<file path="src/rtl/tdm_slot_pkg.sv">
package tdm_slot_pkg;
   localparam int CH_COUNT = 4;
   typedef enum logic [1:0] {
      CH_LEFT  = 2'd0,
      CH_RIGHT = 2'd1,
      CH_CTL0  = 2'd2,
      CH_CTL1  = 2'd3
   } chan_e;
endpackage

</file>
<file path="src/rtl/tdm_slot_timer.sv">
module tdm_slot_timer #(
   parameter int SLOT_BITS = 16,
   parameter int NUM_SLOTS = 8,
   localparam int FRAME_BITS = SLOT_BITS * NUM_SLOTS,
   localparam int POS_W = $clog2(FRAME_BITS)
) (
   input  logic             clk,
   input  logic             rst,
   input  logic             sync_dly,
   input  logic             rx_edge_rise,
   output logic             sck,
   output logic             fsync,
   output logic             launch,
   output logic             sample,
   output logic [POS_W-1:0] pos,
   output logic [POS_W-1:0] pos_nxt
);
   localparam logic [POS_W-1:0] LAST = POS_W'(FRAME_BITS - 1);

   logic             ph_q;
   logic             sync_q;
   logic [POS_W-1:0] pos_q;

   assign launch  = (ph_q == rx_edge_rise);
   assign sample  = ~launch;
   assign pos_nxt = (pos_q == LAST) ? '0 : pos_q + 1'b1;
   assign sck     = ph_q;
   assign fsync   = sync_q;
   assign pos     = pos_q;

   always_ff @(posedge clk) begin
      if (rst) begin
         ph_q   <= 1'b0;
         sync_q <= 1'b0;
         pos_q  <= POS_W'(FRAME_BITS - 2);
      end else begin
         ph_q <= ~ph_q;
         if (launch) begin
            pos_q  <= pos_nxt;
            sync_q <= sync_dly ? (pos_nxt == LAST) : (pos_nxt == '0);
         end
      end
   end


   sync_one_period_chk: assert property (@(posedge clk) disable iff (rst)
      (launch && sync_q) |=> !sync_q);


   frame_wrap_chk: assert property (@(posedge clk) disable iff (rst)
      (launch && pos_q == LAST) |=> (pos_q == '0));
endmodule

</file>
<file path="src/rtl/tdm_tx_path.sv">
module tdm_tx_path #(
   parameter int SLOT_BITS = 16,
   parameter int NUM_SLOTS = 8,
   parameter int FIELD_W   = 4,
   parameter int CH        = 4,
   localparam int POS_W  = $clog2(SLOT_BITS * NUM_SLOTS),
   localparam int IDX_W  = $clog2(SLOT_BITS)
) (
   input  logic                   clk,
   input  logic                   rst,
   input  logic                   launch,
   input  logic [POS_W-1:0]       pos_nxt,
   input  logic [CH-1:0]          en,
   input  logic [CH*FIELD_W-1:0]  slot_map,
   input  logic [CH*SLOT_BITS-1:0] in_data,
   input  logic [CH-1:0]          in_valid,
   output logic [CH-1:0]          in_ready,
   output logic                   txd
);
   localparam int SLOT_W = POS_W - IDX_W;

   logic [SLOT_W-1:0]    nxt_slot;
   logic                 slot_start;
   logic [CH-1:0]        hit;
   logic [CH-1:0]        sel;
   logic [CH-1:0]        full_q;
   logic [CH-1:0]        load;
   logic [SLOT_BITS-1:0] hold_q [CH];
   logic [SLOT_BITS-1:0] word;
   logic [SLOT_BITS-1:0] sh_q;
   logic                 txd_q;

   assign nxt_slot   = pos_nxt[POS_W-1:IDX_W];
   assign slot_start = (pos_nxt[IDX_W-1:0] == '0);

   always_comb begin
      logic taken;
      taken = 1'b0;
      sel   = '0;
      for (int c = 0; c < CH; c++) begin
         if (hit[c] && !taken) begin
            sel[c] = 1'b1;
            taken  = 1'b1;
         end
      end
   end

   always_comb begin
      word = '0;
      for (int c = 0; c < CH; c++) begin
         if (sel[c] && full_q[c]) word = hold_q[c];
      end
   end

   for (genvar c = 0; c < CH; c++) begin : g_chan
      assign hit[c]      = en[c] && (slot_map[c*FIELD_W +: FIELD_W] == FIELD_W'(nxt_slot));
      assign load[c]     = launch && slot_start && sel[c] && full_q[c];
      assign in_ready[c] = ~full_q[c];

      always_ff @(posedge clk) begin
         if (rst) begin
            full_q[c] <= 1'b0;
            hold_q[c] <= '0;
         end else if (load[c]) begin
            full_q[c] <= 1'b0;
         end else if (in_valid[c] && !full_q[c]) begin
            full_q[c] <= 1'b1;
            hold_q[c] <= in_data[c*SLOT_BITS +: SLOT_BITS];
         end
      end


      tx_drain_chk: assert property (@(posedge clk) disable iff (rst)
         $fell(full_q[c]) |-> $past(launch && slot_start));


      tx_hold_chk: assert property (@(posedge clk) disable iff (rst)
         (full_q[c] && !load[c]) |=> (full_q[c] && $stable(hold_q[c])));
   end

   always_ff @(posedge clk) begin
      if (rst) begin
         sh_q  <= '0;
         txd_q <= 1'b0;
      end else if (launch) begin
         if (slot_start) begin
            txd_q <= word[SLOT_BITS-1];
            sh_q  <= {word[SLOT_BITS-2:0], 1'b0};
         end else begin
            txd_q <= sh_q[SLOT_BITS-1];
            sh_q  <= {sh_q[SLOT_BITS-2:0], 1'b0};
         end
      end
   end

   assign txd = txd_q;


   tx_idle_zero_chk: assert property (@(posedge clk) disable iff (rst)
      (launch && slot_start && !(|(sel & full_q))) |=> !txd_q);
endmodule

</file>
<file path="src/rtl/tdm_rx_path.sv">
module tdm_rx_path #(
   parameter int SLOT_BITS = 16,
   parameter int NUM_SLOTS = 8,
   parameter int FIELD_W   = 4,
   parameter int CH        = 4,
   localparam int POS_W  = $clog2(SLOT_BITS * NUM_SLOTS),
   localparam int IDX_W  = $clog2(SLOT_BITS)
) (
   input  logic                    clk,
   input  logic                    rst,
   input  logic                    launch,
   input  logic                    sample,
   input  logic [POS_W-1:0]        pos,
   input  logic [POS_W-1:0]        pos_nxt,
   input  logic                    rxd,
   input  logic [CH-1:0]           en,
   input  logic [CH*FIELD_W-1:0]   slot_map,
   input  logic [CH-1:0]           out_ready,
   output logic [CH*SLOT_BITS-1:0] out_data,
   output logic [CH-1:0]           out_valid
);
   localparam int SLOT_W = POS_W - IDX_W;

   logic                 armed_q;
   logic [SLOT_BITS-1:0] sh_q;
   logic [SLOT_BITS-1:0] word;
   logic [SLOT_W-1:0]    cur_slot;
   logic                 slot_end;
   logic [CH-1:0]        cap;
   logic [CH-1:0]        valid_q;

   assign cur_slot = pos[POS_W-1:IDX_W];
   assign slot_end = sample && armed_q && (pos[IDX_W-1:0] == '1);
   assign word     = {sh_q[SLOT_BITS-2:0], rxd};

   always_ff @(posedge clk) begin
      if (rst) begin
         armed_q <= 1'b0;
         sh_q    <= '0;
      end else begin
         if (launch && pos_nxt == '0) armed_q <= 1'b1;
         if (sample) sh_q <= word;
      end
   end

   for (genvar c = 0; c < CH; c++) begin : g_chan
      assign cap[c] = slot_end && en[c] &&
                      (slot_map[c*FIELD_W +: FIELD_W] == FIELD_W'(cur_slot));

      always_ff @(posedge clk) begin
         if (rst) begin
            valid_q[c]                      <= 1'b0;
            out_data[c*SLOT_BITS +: SLOT_BITS] <= '0;
         end else if (cap[c]) begin
            valid_q[c]                      <= 1'b1;
            out_data[c*SLOT_BITS +: SLOT_BITS] <= word;
         end else if (out_ready[c]) begin
            valid_q[c] <= 1'b0;
         end
      end


      rx_latch_at_end_chk: assert property (@(posedge clk) disable iff (rst)
         $rose(valid_q[c]) |-> $past(sample && pos[IDX_W-1:0] == '1));


      rx_hold_valid_chk: assert property (@(posedge clk) disable iff (rst)
         (valid_q[c] && !out_ready[c]) |=> valid_q[c]);
   end

   assign out_valid = valid_q;
endmodule

</file>
<file path="src/rtl/tdm_slot_port.sv">
module tdm_slot_port
   import tdm_slot_pkg::*;
#(
   parameter int SLOT_BITS = 16,
   parameter int NUM_SLOTS = 8,
   parameter int FIELD_W   = 4,
   localparam int CH    = CH_COUNT,
   localparam int POS_W = $clog2(SLOT_BITS * NUM_SLOTS)
) (
   input  logic                    clk,
   input  logic                    rst,
   input  logic                    sync_dly,
   input  logic                    rx_edge_rise,
   input  logic [CH-1:0]           tx_en,
   input  logic [CH*FIELD_W-1:0]   tx_slot,
   input  logic [CH-1:0]           rx_en,
   input  logic [CH*FIELD_W-1:0]   rx_slot,
   input  logic [CH*SLOT_BITS-1:0] tx_data,
   input  logic [CH-1:0]           tx_valid,
   output logic [CH-1:0]           tx_ready,
   output logic [CH*SLOT_BITS-1:0] rx_data,
   output logic [CH-1:0]           rx_valid,
   input  logic [CH-1:0]           rx_ready,
   output logic                    sck,
   output logic                    fsync,
   output logic                    txd,
   input  logic                    rxd
);
   if ((SLOT_BITS < 2) || ((SLOT_BITS & (SLOT_BITS - 1)) != 0)) begin : g_bad_slot_bits
      $error("SLOT_BITS must be a power of two of at least 2");
   end
   if ((NUM_SLOTS < 2) || ((NUM_SLOTS & (NUM_SLOTS - 1)) != 0)) begin : g_bad_num_slots
      $error("NUM_SLOTS must be a power of two of at least 2");
   end
   if (NUM_SLOTS > (1 << FIELD_W)) begin : g_bad_field
      $error("FIELD_W too narrow to name every slot");
   end

   logic             launch;
   logic             sample;
   logic [POS_W-1:0] pos;
   logic [POS_W-1:0] pos_nxt;

   tdm_slot_timer #(.SLOT_BITS(SLOT_BITS), .NUM_SLOTS(NUM_SLOTS)) u_timer (
      .clk(clk), .rst(rst), .sync_dly(sync_dly), .rx_edge_rise(rx_edge_rise),
      .sck(sck), .fsync(fsync), .launch(launch), .sample(sample),
      .pos(pos), .pos_nxt(pos_nxt)
   );

   tdm_tx_path #(.SLOT_BITS(SLOT_BITS), .NUM_SLOTS(NUM_SLOTS), .FIELD_W(FIELD_W), .CH(CH)) u_tx (
      .clk(clk), .rst(rst), .launch(launch), .pos_nxt(pos_nxt),
      .en(tx_en), .slot_map(tx_slot), .in_data(tx_data), .in_valid(tx_valid),
      .in_ready(tx_ready), .txd(txd)
   );

   tdm_rx_path #(.SLOT_BITS(SLOT_BITS), .NUM_SLOTS(NUM_SLOTS), .FIELD_W(FIELD_W), .CH(CH)) u_rx (
      .clk(clk), .rst(rst), .launch(launch), .sample(sample), .pos(pos),
      .pos_nxt(pos_nxt), .rxd(rxd), .en(rx_en), .slot_map(rx_slot),
      .out_ready(rx_ready), .out_data(rx_data), .out_valid(rx_valid)
   );
endmodule

</file>
<file path="config.mk">
export PLATFORM = sky130hd
export DESIGN_NAME = tdm_slot_port
export DESIGN_NICKNAME = d
export VERILOG_FILES = /design/src/rtl/tdm_slot_pkg.sv /design/src/rtl/tdm_slot_timer.sv /design/src/rtl/tdm_tx_path.sv /design/src/rtl/tdm_rx_path.sv /design/src/rtl/tdm_slot_port.sv
export SDC_FILE = /design/constraint.sdc
export NUM_CORES = 1
export LEC_CHECK = 0
export BUFFER_PORTS_ARGS = -buffer_cell sky130_fd_sc_hd__buf_2
export CAP_MARGIN = 30
export CORE_UTILIZATION = 35
export CTS_CLUSTER_SIZE = 25
export DETAILED_ROUTE_END_ITERATION = 7
export PLACE_DENSITY = 0.58
export SETUP_SLACK_MARGIN = 0.3
export SLEW_MARGIN = 15
export SYNTH_ARGS = -nofsm -noshare
export SYNTH_HDL_FRONTEND = slang
export SYNTH_SLANG_ARGS = --single-unit
export TNS_END_PERCENT = 1
</file>
<file path="constraint.sdc">
create_clock -name clk -period 2.4 [get_ports clk]
set_input_delay 0.12 -clock clk [delete_from_list [all_inputs] [get_ports clk]]
set_output_delay 0.12 -clock clk [all_outputs]
set_load 0.05 [all_outputs]
</file>
==> impl_metrics.csv, run 1 <==
group,metric,value,unit
cells_and_area,syn2layout_area_growth,39.8,%
worst_setup_path,cp.arrival,2.86,ns
worst_setup_path,critPathRequiredTime,2.74,ns
synthesis,synth_cell_types,63,
clocking,cts_buffers,17,
route,totalWireLength,21.2,mm
global_route,grt_usage,0.185,
synthesis,ys_ff_latch,177,
worst_hold_path,min_path_type,"primary input to flip-flop",
status,status,"complete, but fails checks",
sta,final.period_utilization,1.05,
power_and_ir_drop,p_switching,1.93,mW
route,wire_per_inst,16.0,um
clocking,htreeDepth,4,
floorplanning,io_pins,192,
global_route,grt.overflow.total,0,
sta,skew,0.00948,ns
synthesis,synth_nets,863,
sta,grt_setup_unrepaired,"yes",
placed_design,portBuffers,191,
cells_and_area,drive_gt1_frac,0.316,
clocking,cts_root_buf,"clkbuf_16",
clocking,clockBufferDepth,2,
placed_design,dpl_cell_area,9440,sq um
floorplanning,die_x,151,um
synthesis,yosysWarnings,0,
clocking,clk-insertion-delay-late,0.43,ns
synthesis,synth_cells,743,
sta,post-route-min-period,2.52,ns
route,drt_iter0_drc,397,
route,routed_via_density,4.90,
route,postRouteAntennaNets,0,
cells_and_area,design_area,10900,sq um
synthesis,synthArstFlopShare,0,
cells_and_area,nets,1153,
power_and_ir_drop,ir_drop,0.403,mV
worst_setup_path,critPathMaxFanout,13,
power_and_ir_drop,power.leakage,5.01,nW
power_and_ir_drop,p_per_area,652,nW/um^2
global_route,grt_first_pass_wirelength,32.1,mm
sta,hold_violations,0,
worst_setup_path,cpLargestDelayFamily,"simple AND/OR/NAND/NOR gates",
cells_and_area,fin_util,0.499,
power_and_ir_drop,internal_power,5.17,mW
job,maxCapViolCount,0,
cells_and_area,n_antenna_cell,0,
worst_setup_path,cp_slowest_stage_delay,0.42,ns
power_and_ir_drop,power.share.clock,0.378,
floorplanning,die_height,151,um
clocking,path_clk_slew,0.07,ns
synthesis,synth_ff_type,"dfxtp_1",
sta,clock.fmax,397,MHz
route,vias,6501,
floorplanning,core_area,21800,sq um
clocking,cts_sinks,177,
floorplanning,dieArea,22900,sq um
sta,finalMaxSlewViolations,0,
sta,whs,0.0205,ns
worst_setup_path,worstSetupPathType,"flip-flop to flip-flop",
power_and_ir_drop,switching_share,0.272,
status,violations,"setup timing",
route,drtPass1Iterations,5,
route,drc,0,
global_route,grt_max_degree,91,
sta,worst_pin_slew,0.828,ns
power_and_ir_drop,combPwrFrac,0.155,
worst_setup_path,end_kind,"flip-flop",
synthesis,synth_edf_count,64,
sta,setup_ws,-0.119,ns
worst_setup_path,critPathLaunchType,"flip-flop",
worst_setup_path,cp.buffers_inverters,1,
sta,setup_viol_count_final,16,
placed_design,dpl.hpwl,14.6,mm
clocking,cts_tree,"done",
placed_design,gp_congestion,0.872,
floorplanning,start_util,0.357,
synthesis,seq_area_frac_synth,0.537,
sta,relSlewSlack,0.448,
synthesis,syn_area_per_cell,10.5,sq um
power_and_ir_drop,pwr-share-seq,0.467,
floorplanning,rows,54,
global_route,antenna_found_initial,0,
worst_setup_path,critPathSlowestCell,"or3_4",
worst_setup_path,cp_cell_sequence,"ha_4 -> nand3_4 -> or3_4 -> a211o_1 -> nor4b_4 -> and3b_2 -> buf_12 -> a222oi_1 -> o31ai_2",
global_route,grt_pass1_vias,6085,
synthesis,synth_area,7800,sq um
==> repair_timing <==
action,4_1_cts,5_1_grt
setup buffers,1,2
resized for setup,24,13
endpoints found under the hold margin,69,0
cloned,1,0
pin swaps,15,13
hold buffers,69,0
setup endpoints to repair,60,74
==> cells in the mapped netlist (4+ instances only) <==
master | n | share of area
and3_1 | 9 | 0.0072
a221oi_1 | 5 | 0.0056
inv_1 | 14 | 0.0067
nor3_1 | 10 | 0.0064
edfxtp_1 | 64 | 0.25
nor2b_1 | 5 | 0.0040
a222oi_1 | 7 | 0.0090
a211oi_1 | 8 | 0.0077
buf_2 | 14 | 0.0090
a2111oi_0 | 4 | 0.0045
dfxtp_1 | 113 | 0.29
clkbuf_1 | 27 | 0.013
a21oi_1 | 27 | 0.017
buf_4 | 8 | 0.0077
o31ai_1 | 14 | 0.013
xor2_1 | 8 | 0.0090
xnor2_1 | 16 | 0.018
nor3b_1 | 6 | 0.0058
o22ai_1 | 7 | 0.0056
nand2b_1 | 11 | 0.0088
nand4_1 | 8 | 0.0064
mux2i_1 | 66 | 0.085
nor2_1 | 94 | 0.045
and2_1 | 66 | 0.053
o21ai_0 | 7 | 0.0045
a31oi_1 | 15 | 0.012
nand2_1 | 43 | 0.021
a22o_1 | 14 | 0.016
==> final timing paths <==
kind / from / endpoint / slack (ns) / cells past startpoint
max reg2reg: u_timer.pos[0]$_SDFFE_PP0P_ / u_tx.sh_q[10]$_SDFFE_PP0P_ / -0.12 / 9
min: tx_data[51] / u_tx.hold_q[3][3]$_SDFFCE_PN0P_ / 0.02 / 2
min reg2reg: u_rx.out_valid[3]$_SDFFE_PP0P_ / u_rx.out_valid[3]$_SDFFE_PP0P_ / 0.47 / 2
max: u_timer.pos[0]$_SDFFE_PP0P_ / u_tx.sh_q[10]$_SDFFE_PP0P_ / -0.12 / 9
==> kinds of logic (layout without fill, tap and decap cells) <==
kind of cell	Yosys count	count (layout)	synth area share
AO/OA/AOI/OAI	128	128	0.118
flip-flops	177	177	0.537
adder cells (fa/ha/maj)	3	3	0.00482
multiplexers	66	66	0.0847
AND/OR/NAND/NOR	279	280	0.187
XOR/XNOR	25	25	0.0299
buffers and inverters	65	367	0.0384
==> layer usage <==
metal / wire [um] / vias to the layer above / global-route usage
met5: 0 / - / 0
met3: 1040 / 21 / 0.0352
met2: 10400 / 199 / 0.314
li1: - / 3228 / -
met4: 310 / 0 / 0.0535
met1: 9470 / 3053 / 0.236
==> metrics by stage <==
step	std cells	TNS (ns)	power, mW	setup slack (ns)
2_1_floorplan	743	-0.170	3.90	-0.0162
3_3_place_gp	1221	-3.91	4.34	-0.298
3_5_place_dp	1221	-4.58	4.34	-0.339
4_1_cts	1324	-1.73	7.14	-0.140
5_1_grt	1326	-3.61	7.38	-0.274
6_report	1326	-1.50	7.10	-0.119
==> cells in the final DEF, fill, tap and decap left out, types with 6 or more instances in the layout <==
master         synthesis  routed
a211oi_1               8       7
a21oi_1               27      27
a222oi_1               7       7
a22o_1                14      14
a31oi_1               15      14
and2_1                66      66
and3_1                 9       8
buf_2                 14     190
buf_4                  8      55
clkbuf_16              0      17
dfxtp_1              113     107
dlygate4sd3_1          0      69
edfxtp_1              64      64
inv_1                 14      14
inv_8                  0       7
mux2i_1               66      66
nand2_1               43      42
nand2b_1              11      11
nand4_1                8       8
nor2_1                94      93
nor3_1                10       8
o21ai_0                7       6
o31ai_1               14      12
xnor2_1               16      14
xor2_1                 8       7
==> power groups by stage <==
stage / sequential (mW) / clock, mW / combinational, mW
final: 3.32 / 2.68 / 1.10
after global routing: 3.33 / 2.86 / 1.19
after CTS: 3.32 / 2.75 / 1.07
after detailed placement: 3.38 / 0 / 0.958
after global placement: 3.38 / 0 / 0.955
after floorplan: 3.35 / 0 / 0.550
==> layout make-up <==
type / count / area (sq um)
fillers: 2008 / 10900
clock inverters: 14 / 143
well taps: 280 / 350
repair buffers: 321 / 2180
inverters: 14 / 52.6
multi-input cells: 502 / 3540
flip-flops and latches: 177 / 4200
clock buffers: 18 / 429
==> registers in the layout (all words and copies together) (netlist names) <==
| name | count |
|---|---|
| u_tx.hold_q | 64 |
| u_rx.out_data | 64 |
| u_rx.sh_q | 15 |
| u_rx.armed_q | 1 |
| u_tx.sh_q | 15 |
| u_rx.out_valid | 4 |
| u_timer.pos | 7 |
| u_timer.sck | 1 |
| u_tx.full_q | 4 |
| u_tx.txd | 1 |
| u_timer.fsync | 1 |
Power figures use the tool's default switching activity.
==> inputs of run 2 (changes only) <==
==> constraint.sdc (replaced) <==
create_clock -name clk -period 2.4 [get_ports clk]
set_input_delay 0.24 -clock clk [delete_from_list [all_inputs] [get_ports clk]]
set_output_delay 0.24 -clock clk [all_outputs]
set_load 0.05 [all_outputs]
==> run 2 against run 1 <==
Net effect:
- the flow still finishes with violations (setup timing)
- maximum frequency is 3.2% lower
- clock power is 3% higher
- sequential power hardly changed
- sequential share of layout area is 1.7 points higher
- die area stayed put
- highest routed layer unchanged
==> impl_metrics.csv, run 2 (synthesis gave the netlist of run 1 again) <==
group,metric,value,unit
status,status,"complete, but fails checks",
status,violations,"setup timing",
sta,final.period_utilization,1.08,
worst_hold_path,min_path_type,"primary input to flip-flop",
sta,hold_violations,0,
floorplanning,rows,54,
cells_and_area,nets,1096,
worst_setup_path,critPathMaxFanout,6,
global_route,grt_max_degree,91,
sta,setup_ws,-0.203,ns
cells_and_area,syn2layout_area_growth,34.2,%
worst_setup_path,worstSetupPathType,"flip-flop to flip-flop",
worst_setup_path,cp_cell_sequence,"ha_4 -> nand3_4 -> or3_4 -> a211o_1 -> nor4b_4 -> and3b_2 -> clkbuf_16 -> a222oi_1 -> o31ai_1",
cells_and_area,n_antenna_cell,0,
worst_setup_path,cp.arrival,2.94,ns
route,vias,6291,
global_route,grt_usage,0.178,
floorplanning,die_x,151,um
cells_and_area,multi_input_comb_area,3630,sq um
floorplanning,start_util,0.357,
route,drc,0,
global_route,grt_pass1_vias,5702,
sta,clock.fmax,384,MHz
sta,setup_viol_count_final,16,
route,postRouteAntennaNets,0,
global_route,grt.overflow.total,0,
sta,grt_setup_unrepaired,"yes",
power_and_ir_drop,ir_drop,0.400,mV
route,wire_per_inst,16.3,um
clocking,clk-insertion-delay-late,0.44,ns
placed_design,gp_congestion,0.877,
sta,finalMaxSlewViolations,0,
job,maxCapViolCount,0,
route,routed_via_density,4.96,
worst_setup_path,critPathLaunchType,"flip-flop",
power_and_ir_drop,power.leakage,4.85,nW
route,totalWireLength,20.7,mm
cells_and_area,drive_gt1_frac,0.353,
worst_setup_path,cpLargestDelayFamily,"simple AND/OR/NAND/NOR gates",
clocking,cts_tree,"done",
cells_and_area,top_regs,"u_rx.out_data x64, u_tx.hold_q x64",
placed_design,dpl.hpwl,14.7,mm
route,drtPass1Iterations,6,
placed_design,place_ws,-0.376,ns
power_and_ir_drop,power,7.12,mW
floorplanning,core_area,21800,sq um
cells_and_area,nFillCells,2035,
sta,post-route-min-period,2.60,ns
worst_setup_path,cp.buffers_inverters,1,
power_and_ir_drop,p_per_area,681,nW/um^2
worst_setup_path,critPathSlowestCell,"or3_4",
route,drt_iter0_drc,324,
global_route,antenna_found_initial,0,
worst_setup_path,cp_slowest_stage_delay,0.42,ns
worst_setup_path,end_kind,"flip-flop",
clocking,clockBufferDepth,2,
sta,skew,0.0104,ns
sta,relSlewSlack,0.511,
floorplanning,dieArea,22900,sq um
clocking,path_clk_slew,0.07,ns
clocking,cts_hold_buf,0,
clocking,cts_root_buf,"clkbuf_16",
sta,tns,-1.49,ns
placed_design,portBuffers,191,
worst_setup_path,critPathRequiredTime,2.74,ns
floorplanning,die_height,151,um
sta,worst_pin_slew,0.734,ns
clocking,cts_sinks,177,
cells_and_area,seq_area,4210,sq um
global_route,grt_first_pass_wirelength,30.7,mm
floorplanning,io_pins,192,
clocking,cts_buffers,17,
cells_and_area,layout_common_cells,"190 x buf_2, 106 x dfxtp_1, 93 x nor2_1",
cells_and_area,layout_commonest_cell,"buf_2",
clocking,htreeDepth,4,
-- run 2: cell types whose count changed in the layout (fill, tap and decap cells not counted), moves of 3 or more --
| cell | change |
|---|---|
| a2111oi_2 | -3 |
| o22ai_2 | +3 |
| dlygate4sd3_1 | -69 |
| a2111oi_4 | +3 |
| o22ai_1 | -3 |
| buf_4 | +8 |
-- run 2: stage by stage --
| stage | hold slack, ns | instances | utilization | instance area, sq um |
|---|---|---|---|---|
| finish | 0.0653 | 1269 | 0.479 | 10500 |
| global route | 0.0661 | 1269 | 0.479 | 10500 |
| CTS | 0.0505 | 1260 | 0.467 | 10200 |
| detailed placement | 0.454 | 1224 | 0.433 | 9460 |
| global placement | 0.454 | 1224 | 0.433 | 9460 |
| floorplan | 0.380 | 743 | - | 7900 |
-- run 2: final cells by class --
class / instances / area share
well taps: 280 / 0.0335
clock inverters: 14 / 0.0153
multi-input cells: 502 / 0.347
flip-flops and latches: 177 / 0.402
repair buffers: 264 / 0.155
inverters: 14 / 0.00502
clock buffers: 18 / 0.0420
-- run 2: routing by layer --
| metal | up-vias | track usage | routed length (um) |
|---|---|---|---|
| met3 | 15 | 0.0322 | 1190 |
| li1 | 3136 | - | - |
| met2 | 199 | 0.299 | 10100 |
| met4 | 0 | 0.0515 | 191 |
| met5 | - | 0 | 0 |
| met1 | 2941 | 0.232 | 9190 |
-- run 2: worst register-to-register path: stages (launching register included) --
cell	delay [ns]
dfxtp_4	0.38
ha_4	0.17
nand3_4	0.10
or3_4	0.42
a211o_1	0.31
nor4b_4	0.25
and3b_2	0.35
clkbuf_16	0.19
a222oi_1	0.08
o31ai_1	0.26
-- run 2: what timing repair did --
item	4_1_cts	5_1_grt
endpoints found under the setup margin	67	89
pin swaps	13	21
gates resized for setup	22	30
gates cloned	1	2
endpoints found under the hold margin	0	0
buffers inserted	3	7
-- run 2: power by group --
group / internal (mW) / switching [mW] / total [mW]
Clock: 1.43 / 1.32 / 2.75
Sequential: 3.23 / 0.0883 / 3.32
Combinational: 0.502 / 0.549 / 1.05
-- run 2: path summary, 6_finish.rpt --
check | start | endpoint | slack, ns | cells after the start
max | u_timer.pos[1]$_SDFFE_PP1P_ | u_tx.txd$_SDFFE_PP0P_ | -0.20 | 9
min | rx_ready[1] | u_rx.out_valid[1]$_SDFFE_PP0P_ | 0.07 | 3
max reg2reg | u_timer.pos[1]$_SDFFE_PP1P_ | u_tx.txd$_SDFFE_PP0P_ | -0.20 | 9
min reg2reg | u_rx.out_valid[1]$_SDFFE_PP0P_ | u_rx.out_valid[1]$_SDFFE_PP0P_ | 0.47 | 2
==> inputs of run 3 (changes only) <==
Settings changed: CORE_ASPECT_RATIO set to 0.6, CORE_MARGIN set to 2.
==> run 3 against run 2 <==
Net effect:
- the run still ends with setup timing left
- sequential share of layout area shrank 0.63 points
- combinational power grew 4%
- first-iteration DRC count grew 67%
- critical endpoint is now u_tx.sh_q[8]$_SDFFE_PP0P_
- highest routed layer unchanged
==> impl_metrics.csv, run 3 (synthesis gave the netlist of run 1 again) <==
group,metric,value,unit
sta,final.period_utilization,1.09,
route,totalWireLength,24.0,mm
clocking,clk-insertion-delay-late,0.45,ns
sta,clock.fmax,383,MHz
cells_and_area,design_area,10600,sq um
placed_design,dpl_cell_area,9670,sq um
sta,post-route-min-period,2.61,ns
global_route,grt_first_pass_wirelength,36.1,mm
floorplanning,rows,42,
cells_and_area,nFillCells,2064,
power_and_ir_drop,pwr-share-seq,0.461,
placed_design,portBuffers,191,
clocking,cts_buffers,17,
sta,grt_setup_unrepaired,"yes",
power_and_ir_drop,ir_drop,0.488,mV
floorplanning,core_area,22000,sq um
floorplanning,dieArea,23500,sq um
worst_setup_path,r2r_setup_slack,-0.21,ns
global_route,grt_usage,0.207,
global_route,grt_pass1_vias,6079,
sta,relSlewSlack,0.473,
placed_design,gp_congestion,0.888,
clocking,path_clk_slew,0.07,ns
cells_and_area,drive_gt1_frac,0.369,
worst_setup_path,end_kind,"flip-flop",
worst_hold_path,hp-start,"rx_ready[2]",
worst_setup_path,reg2reg_depth,10,
route,drt_iter0_drc,542,
cells_and_area,syn2layout_area_growth,36.3,%
floorplanning,start_util,0.355,
global_route,grt.overflow.total,0,
route,routed_via_density,5.00,
worst_setup_path,crit_start,"u_timer.pos[1]$_SDFFE_PP1P_",
sta,skew,0.0180,ns
job,maxCapViolCount,0,
status,status,"complete, but fails checks",
cells_and_area,layout_commonest_cell,"buf_2",
worst_setup_path,r2r_end,"u_tx.sh_q[8]$_SDFFE_PP0P_",
floorplanning,die_x,197,um
worst_setup_path,cp.arrival,2.92,ns
floorplanning,die_height,120,um
clocking,cts_hold_buf,0,
status,violations,"setup timing",
clocking,cts_tree,"done",
worst_hold_path,min_path_type,"primary input to flip-flop",
clocking,cts_root_buf,"clkbuf_16",
power_and_ir_drop,power.leakage,4.98,nW
route,postRouteAntennaNets,0,
route,drc,0,
cells_and_area,nets,1124,
worst_setup_path,critPathLaunchType,"flip-flop",
worst_hold_path,worstHoldEndpoint,"u_rx.out_valid[2]$_SDFFE_PP0P_",
route,wire_per_inst,18.4,um
worst_setup_path,critPathMaxFanout,11,
power_and_ir_drop,combPwrFrac,0.151,
cells_and_area,top_regs,"u_rx.out_data x64, u_tx.hold_q x64",
clocking,htreeDepth,4,
clocking,clockBufferDepth,2,
route,drtPass1Iterations,6,
worst_setup_path,critPathRequiredTime,2.71,ns
sta,setup_viol_count_final,16,
cells_and_area,layout_common_cells,"190 x buf_2, 107 x dfxtp_1, 94 x nor2_1",
power_and_ir_drop,p_switching,1.92,mW
clocking,cts_sinks,177,
floorplanning,io_pins,192,
sta,whs,0.0486,ns
global_route,antenna_found_initial,0,
power_and_ir_drop,internal_power,5.30,mW
power_and_ir_drop,power.share.clock,0.388,
worst_hold_path,hold_depth,3,
power_and_ir_drop,power,7.22,mW
sta,setup_ws,-0.212,ns
worst_setup_path,reg2reg_from,"u_timer.pos[1]$_SDFFE_PP1P_",
global_route,grt_max_degree,95,
cells_and_area,fin_util,0.484,
power_and_ir_drop,p_per_area,680,nW/um^2
placed_design,place_ws,-0.412,ns
power_and_ir_drop,switching_share,0.266,
sta,hold_violations,0,
sta,finalMaxSlewViolations,0,
sta,worst_pin_slew,0.791,ns
placed_design,dpl.hpwl,17.7,mm
route,vias,6511,
worst_setup_path,worstSetupPathType,"flip-flop to flip-flop",
cells_and_area,n_antenna_cell,0,
run 3: timing repair:
action | CTS | global route
pin swaps | 17 | 20
setup buffers | 7 | 2
resized for setup | 30 | 26
setup endpoints to repair | 85 | 87
gates cloned | 1 | 0
run 3: metrics by stage:
step                std cells  setup TNS [ns]
finish                   1302           -2.13
global route             1302           -3.73
CTS                      1300           -1.73
detailed placement       1261           -5.95
global placement         1261           -5.39
floorplan                 743          -0.170
run 3: worst max path at each step:
stage | slack [ns] | cells after the start | end
floorplan | -0.02 | 10 | u_tx.sh_q[3]$_SDFFE_PP0P_
global placement | -0.37 | 10 | u_tx.sh_q[5]$_SDFFE_PP0P_
detailed placement | -0.41 | 9 | u_tx.sh_q[1]$_SDFFE_PP0P_
CTS | -0.16 | 11 | u_tx.sh_q[5]$_SDFFE_PP0P_
global route | -0.27 | 10 | u_tx.txd$_SDFFE_PP0P_
finish | -0.21 | 10 | u_tx.sh_q[8]$_SDFFE_PP0P_
run 3: power groups by stage:
stage,Sequential [mW],Combinational (mW),Clock [mW]
finish,3.33,1.09,2.80
detailed placement,3.38,0.995,0
floorplan,3.35,0.550,0
global placement,3.39,0.991,0
CTS,3.32,1.05,2.86
global route,3.34,1.18,3.00
run 3: layout make-up:
type                    instances  area, sq um  area share
clock inverters                10          103     0.00966
multi-input cells             502         3620       0.341
clock buffers                  21          493      0.0464
inverters                      14         52.6     0.00495
flip-flops and latches        177         4200       0.396
repair buffers                292         1790       0.169
well taps                     286          358      0.0337
run 3: layer usage:
layer  track usage  vias to the layer above  part of all wire
met5             0                        -                 0
met4        0.0470                        0            0.0082
met3        0.0750                       16             0.096
met2         0.255                      232              0.38
met1         0.330                     3073              0.51
li1              -                     3190                 -
run 3: worst max-delay path, stage by stage, from the launching register on:
cell and delay (ns):
dfxtp_4 0.36, ha_4 0.18, nand3_4 0.08, buf_8 0.15, xnor2_1 0.15, nand4b_1 0.16
nand4b_1 0.33, buf_4 0.22, and3b_2 0.24, a222oi_1 0.49, o31ai_1 0.12
